### src/rtl/qbio_pkg.sv
package qbio_pkg;
  localparam logic [1:0] PULL_NONE  = 2'd0;
  localparam logic [1:0] PULL_WEAK  = 2'd1;
  localparam logic [1:0] PULL_BOOST = 2'd2;

  function automatic logic mode_has_weak(input logic [1:0] m);
    return m != PULL_NONE;
  endfunction

  function automatic logic mode_has_boost(input logic [1:0] m);
    return m == PULL_BOOST;
  endfunction
endpackage

### src/rtl/qbio_bit_ctl.sv
module qbio_bit_ctl
  import qbio_pkg::*;
#(
  parameter logic [1:0] MODE      = PULL_WEAK,
  parameter int         PULSE_LEN = 2
) (
  input  logic clk,
  input  logic rst_n,
  input  logic wr_en,
  input  logic wr_bit,
  output logic lat_q,
  output logic drv_low,
  output logic drv_high,
  output logic pull_weak
);
  localparam int CW = $clog2(PULSE_LEN + 1);
  localparam logic [CW-1:0] CNT_LOAD = CW'(PULSE_LEN);

  logic          lat_d;
  logic [CW-1:0] cnt_q, cnt_d;

  // latch next state
  always_comb begin
    lat_d = lat_q;
    if (wr_en) lat_d = wr_bit;
  end

  // pulse counter next state
  generate
    if (mode_has_boost(MODE)) begin : g_boost
      always_comb begin
        cnt_d = cnt_q;
        if (cnt_q != '0) cnt_d = cnt_q - 1'b1;
        if (wr_en) begin
          if (!wr_bit)                 cnt_d = '0;
          else if (!lat_q)             cnt_d = CNT_LOAD;
        end
      end
    end else begin : g_noboost
      always_comb cnt_d = '0;
    end
  endgenerate

  always_ff @(posedge clk or negedge rst_n) begin
    if (!rst_n) begin
      lat_q <= 1'b1;
      cnt_q <= '0;
    end else begin
      lat_q <= lat_d;
      cnt_q <= cnt_d;
    end
  end

  assign drv_low   = ~lat_q;
  assign drv_high  = (cnt_q != '0);
  assign pull_weak = lat_q & mode_has_weak(MODE);
endmodule

### src/rtl/qbio_sync.sv
module qbio_sync #(
  parameter int WIDTH = 8
) (
  input  logic             clk,
  input  logic             rst_n,
  input  logic [WIDTH-1:0] pin_in,
  output logic [WIDTH-1:0] pin_s
);
  logic [WIDTH-1:0] stage1_q;

  always_ff @(posedge clk or negedge rst_n) begin
    if (!rst_n) begin
      stage1_q <= '1;
      pin_s    <= '1;
    end else begin
      stage1_q <= pin_in;
      pin_s    <= stage1_q;
    end
  end
endmodule

### src/rtl/qbio_rd.sv
module qbio_rd #(
  parameter int WIDTH = 8
) (
  input  logic             clk,
  input  logic             rst_n,
  input  logic             rd_en,
  input  logic             rd_src,
  input  logic [WIDTH-1:0] lat,
  input  logic [WIDTH-1:0] pin_s,
  output logic [WIDTH-1:0] rd_data
);
  logic [WIDTH-1:0] rd_d;

  always_comb begin
    rd_d = rd_data;
    if (rd_en) rd_d = rd_src ? pin_s : lat;
  end

  always_ff @(posedge clk or negedge rst_n) begin
    if (!rst_n) rd_data <= '0;
    else        rd_data <= rd_d;
  end
endmodule

### src/rtl/qbio_port.sv
module qbio_port
  import qbio_pkg::*;
#(
  parameter int                 WIDTH     = 8,
  parameter logic [2*WIDTH-1:0] PULL_MODE = 16'hAAA4,
  parameter int                 PULSE_LEN = 2
) (
  input  logic             clk,
  input  logic             rst_n,
  input  logic             wr_en,
  input  logic [WIDTH-1:0] wr_data,
  input  logic             rd_en,
  input  logic             rd_src,
  output logic [WIDTH-1:0] rd_data,
  input  logic [WIDTH-1:0] pin_in,
  output logic [WIDTH-1:0] drv_low,
  output logic [WIDTH-1:0] drv_high,
  output logic [WIDTH-1:0] pull_weak
);
  logic [WIDTH-1:0] lat;
  logic [WIDTH-1:0] pin_s;

  for (genvar i = 0; i < WIDTH; i++) begin : g_bit
    qbio_bit_ctl #(
      .MODE      (PULL_MODE[2*i +: 2]),
      .PULSE_LEN (PULSE_LEN)
    ) u_bit (
      .clk       (clk),
      .rst_n     (rst_n),
      .wr_en     (wr_en),
      .wr_bit    (wr_data[i]),
      .lat_q     (lat[i]),
      .drv_low   (drv_low[i]),
      .drv_high  (drv_high[i]),
      .pull_weak (pull_weak[i])
    );
  end

  qbio_sync #(.WIDTH(WIDTH)) u_sync (
    .clk    (clk),
    .rst_n  (rst_n),
    .pin_in (pin_in),
    .pin_s  (pin_s)
  );

  qbio_rd #(.WIDTH(WIDTH)) u_rd (
    .clk     (clk),
    .rst_n   (rst_n),
    .rd_en   (rd_en),
    .rd_src  (rd_src),
    .lat     (lat),
    .pin_s   (pin_s),
    .rd_data (rd_data)
  );
endmodule

### config.mk
export PLATFORM = sky130hd
export DESIGN_NAME = qbio_port
export DESIGN_NICKNAME = d
export VERILOG_FILES = /design/src/rtl/qbio_pkg.sv /design/src/rtl/qbio_bit_ctl.sv /design/src/rtl/qbio_sync.sv /design/src/rtl/qbio_rd.sv /design/src/rtl/qbio_port.sv
export SDC_FILE = /design/constraint.sdc
export NUM_CORES = 1
export LEC_CHECK = 0
export CAP_MARGIN = 20
export CORE_ASPECT_RATIO = 0.7
export CORE_MARGIN = 3
export CORE_UTILIZATION = 47
export CTS_CLUSTER_DIAMETER = 50
export DETAILED_ROUTE_END_ITERATION = 8
export GPL_ROUTABILITY_DRIVEN = 0
export GPL_TIMING_DRIVEN = 0
export PLACE_DENSITY = 0.78
export SYNTH_ARGS = -nofsm -noshare
export SYNTH_HDL_FRONTEND = slang
export SYNTH_SLANG_ARGS = --single-unit
### constraint.sdc
create_clock -name clk -period 1.24 [get_ports clk]
set_clock_uncertainty 0.1 [all_clocks]
set_input_delay 0.186 -clock clk [delete_from_list [all_inputs] [get_ports clk]]
set_output_delay 0.186 -clock clk [all_outputs]
set_load 0.005 [all_outputs]
; ---- Yosys cells after proc, flatten, opt, wreduce, memory -nomap -nowiden
; Cells that the tools add are included.
[classes]
add_sub_neg = 6
n_mux = 25
bitwise = 8
n_reduce_logical = 6
[ops]
columns = operator, n
row1 = $mux 2, 24
row2 = $reduce_bool 2->1, 6
row3 = $sub 2x1->2 const B, 6
row4 = $mux 8, 1
row5 = $not 1->1, 8
[word_totals]
register_bits = 44
input_bits = 21
elab_cells = 62

; ---- Longest topological paths before layout
[logic_depth]
ltp_word = 5
ltp_mapped = 4

; ---- Hierarchy
; From an unflattened synthesis, not the netlist that was laid out.
[hier_totals]
hier_cells = 153
hier_area_um2 = 1765.4
[by_module_without_submodules]
columns = mod, instances, cells_per_inst, area_per_inst_um2, seq_area_each_um2
row1 = qbio_bit_ctl (g_bit[2].u_bit ...), 6, 15, 138.9, 76.3
row2 = qbio_sync, 1, 16, 420.4, 420.4
row3 = qbio_rd, 1, 35, 384.1, 200.2
row4 = qbio_bit_ctl (g_bit[0].u_bit ...), 2, 6, 63.8, 26.3

; ---- Least setup slack after synthesis
; No wires, ideal clock.
[synth_path]
kind = register to output
startpoint = reg g_bit[2].u_bit.cnt_q[1]
endpoint = out drv_high[2]
arrival_ns = 0.774
required_ns = 0.954
path_slack_ns = 0.180
path_stages_with_launch = 3
path_buffers = 1
cell_sequence = dfrtp_1 -> or2_2 -> buf_4
[synth_via]
elab_chain_cells = 1
[synth_rtl]
columns = element, line
row1 = from (decl), qbio_bit_ctl.sv:20  ; logic [CW-1:0] cnt_q, cnt_d;
row2 = from (signal assigned), qbio_bit_ctl.sv:50  ; cnt_q <= cnt_d;
row3 = $reduce_bool 2->1, qbio_bit_ctl.sv:55  ; assign drv_high = (cnt_q != '0);
row4 = to (decl), qbio_port.sv:17  ; output logic [WIDTH-1:0] drv_high,
; Every way passes these cells.

; ---- Final worst setup path
[layout_path]
startpoint = reg g_bit[6].u_bit.lat_q
endpoint = out drv_low[6]
[layout_via]
elab_chain_cells = 1
[layout_rtl]
columns = element, line
row1 = from (decl), qbio_bit_ctl.sv:11  ; output logic lat_q,
row2 = from (signal assigned), qbio_bit_ctl.sv:49  ; lat_q <= lat_d;
row3 = $not 1->1, qbio_bit_ctl.sv:54  ; assign drv_low = ~lat_q;
row4 = to (decl), qbio_port.sv:16  ; output logic [WIDTH-1:0] drv_low,
; Every way passes these cells.

==> metrics.txt <==
Die Y 59.6 um; Worst EP required 0.95 ns; CTS clock-pin slew for the worst setup and hold paths 0.08 ns; GR Util All Layers 20.7%; Synth top area share 32.6%; Critical Path End Type output pin; Final nets approximately 290; Worst EP arrival 1.14 ns; crit-path max FO 4; Syn Inst Count approximately 170; 1st-pass router iterations 4; total grt overflow 0; power per cell area 1230 mW/mm2; # rows 18; Placed Instances 270; Setup WS pre-CTS -0.291 ns; IO buf count 47; library cells used by synthesis 18; drc violations 0; routed vias/inst 4.72; Area Overhead vs Synth 56.7%; Syn. warnings 0; sequential area share after synthesis 58.5%; outcome complete, but fails checks; diode count 0; Core ar. ~0.0037 mm2; DIE AREA 0.00493 mm2; Critical Path Start g_bit[6].u_bit.lat_q; Final Cycle Share 115%; post-route ant nets 0; Top-Level Pins 53; Fin Hold WS -0.0660 ns; CP Class reg -> out; Synth area leader dfstp_2; Initial DRC Count 56; first-pass GRT wire length 7300 um; max_cap viols 0; failing checks negative hold slack, negative setup slack; fmax 0.702 GHz; number of synthesized register bits 44; Initial Utilization 51.7%; largest net degree at the start of global routing 45; RSZ-0062 raised after global routing true; Setup crit start kind register; HPWL Detailed 2640 um; synthesized cell area 0.00193 mm2; Worst VDD drop 0.816 mV; DRT Wirelength approximately 4600 um; RR Startpoint g_bit[6].u_bit.lat_q; Finished Layout Cells about 320; Final Hold Vio Count 20; clock root cell clkbuf_8; initial antenna violation count 0; insertion delay to the later sink of the worst-skew pair just under 0.3 ns; Rel. slew slack about 36%; share of layout cells above drive strength 1 between 50% and 60%; top post-synthesis cells by area dfstp_2, dfrtp_1, buf_4; Final min period 1.43 ns; worst-margin pin slew 0.953 ns; Syn Area/Cell between 10 and 15 um2; fin. max-slew vios 0; # setup viols final 23; P_leak between 1 and 1.5 nW; routed vias ~1500; CTS tree built; Num CTS Buffers 5; HP Class in -> async; fillers 224; Die X 82.6 um; WL/cell ~15 um; post-route setup slack -0.185 ns; maximum clock insertion buffer count 2; Sink Count 44; H-tree Lvls 2; vias in the first global route 1544
power by group:
part	switching, W	total, W	internal (W)
sequential	0.0000669	0.00165	0.00158
clock	0.000485	0.00114	0.000658
combinational	0.000332	0.000923	0.000591
total	0.000885	0.00372	0.00283
metrics by stage:
step | total power, W | util (%) | TNS, ns | area, um2
after floorplan | 0.00198 | - | 0 | 1940
after global placement | 0.00231 | 66.1 | -47.95 | 2470
after detailed placement | 0.00233 | 66.0 | -9.47 | 2470
after CTS | 0.00365 | 78.3 | -2.30 | 2930
after global routing | 0.00389 | 81.0 | -3.23 | 3030
final | 0.00372 | 81.0 | -2.32 | 3030
synthesized netlist by cell type:
master / instances
buf_4: 25
dfstp_2: 24
dfrtp_1: 20
nand2_1: 20
a21oi_1: 18
inv_1: 8
mux2i_1: 8
nor2_1: 8
o21ai_2: 8
nand2b_1: 6
nor2b_1: 6
or2_2: 6
or2b_1: 6
buf_6: 3
a21oi_2: 2
buf_12: 1
clkbuf_2: 1
conb_1: 1
layer usage:
metal	vias to the layer above	part of all wire, %	GRT usage (%)
met2	48	48	32.4
met5	-	0	0
met4	0	1.7	9.09
li1	704	-	-
met3	8	5.4	6.69
met1	730	45	26.3
state kept, by name, indices dropped and copies added, names as in the netlist:
register / flops
g_bit.u_bit.lat_q: 8
u_rd.rd_data: 8
g_bit.u_bit.cnt_q: 12
u_sync.pin_s: 8
u_sync.stage1_q: 8
cell type report:
class / count / area [um2] / share of cell area, %
Sequential cell: 44 / 1130 / 37.4
Timing Repair Buffer: 99 / 945 / 31.2
Multi-Input combinational cell: 91 / 558 / 18.4
Buffer: 16 / 168 / 5.54
Clock buffer: 6 / 82.6 / 2.73
Tap cell: 50 / 62.6 / 2.07
Inverter: 8 / 42.5 / 1.40
Clock inverter: 2 / 38.8 / 1.28
worst max-delay path: stages, from the launching register on:
cell     delay [ns]
dfstp_2        0.58
inv_2          0.05
buf_6          0.11
buf_6          0.11
cells by family (layout without fill, tap and decap cells):
logic type | Yosys count | in the layout | share of synthesized area, %
AO/OA/AOI/OAI | 28 | 28 | 9.20
buffers and inverters | 38 | 131 | 14.3
flip-flops | 44 | 44 | 58.5
multiplexers | 8 | 8 | 4.15
other | 1 | 3 | 0.194
AND/OR/NAND/NOR | 52 | 52 | 13.6
what timing repair did:
action	4_1_cts	5_1_grt
resized for setup	151	18
setup buffers	45	13
setup endpoints to repair	29	31
hold endpoints to repair	20	20
pin swaps	6	9
final timing paths:
check                                     endpoint  slack (ns)  cells past startpoint
max                                     drv_low[6]       -0.19                      3
max in group asynchronous          u_rd.rd_data[6]        0.51                      1
min reg2reg                        u_sync.pin_s[1]        0.26                      0
min in group clk                   u_rd.rd_data[7]        0.14                      3
max reg2reg                   g_bit[6].u_bit.lat_q       -0.17                      6
min                        g_bit[3].u_bit.cnt_q[0]       -0.07                      1
cells in the final DEF, fill, tap and decap left out:
| cell type | instances |
|---|---|
| conb_1 | 3 |
| nand2_1 | 20 |
| dfstp_2 | 24 |
| clkbuf_2 | 1 |
| clkinv_4 | 1 |
| buf_12 | 1 |
| o21ai_2 | 8 |
| nor2b_1 | 6 |
| dlymetal6s2s_1 | 1 |
| nor2_1 | 8 |
| mux2i_1 | 8 |
| clkdlybuf4s50_1 | 16 |
| inv_4 | 5 |
| or2_4 | 6 |
| a21oi_1 | 15 |
| or2b_1 | 6 |
| clkbuf_8 | 6 |
| bufinv_16 | 1 |
| buf_2 | 1 |
| buf_6 | 47 |
| buf_4 | 40 |
| nand2b_1 | 6 |
| a21oi_2 | 5 |
| dfrtp_1 | 20 |
| inv_2 | 3 |
| clkdlybuf4s15_1 | 8 |
No activity file was read; power rests on OpenSTA's default activity.
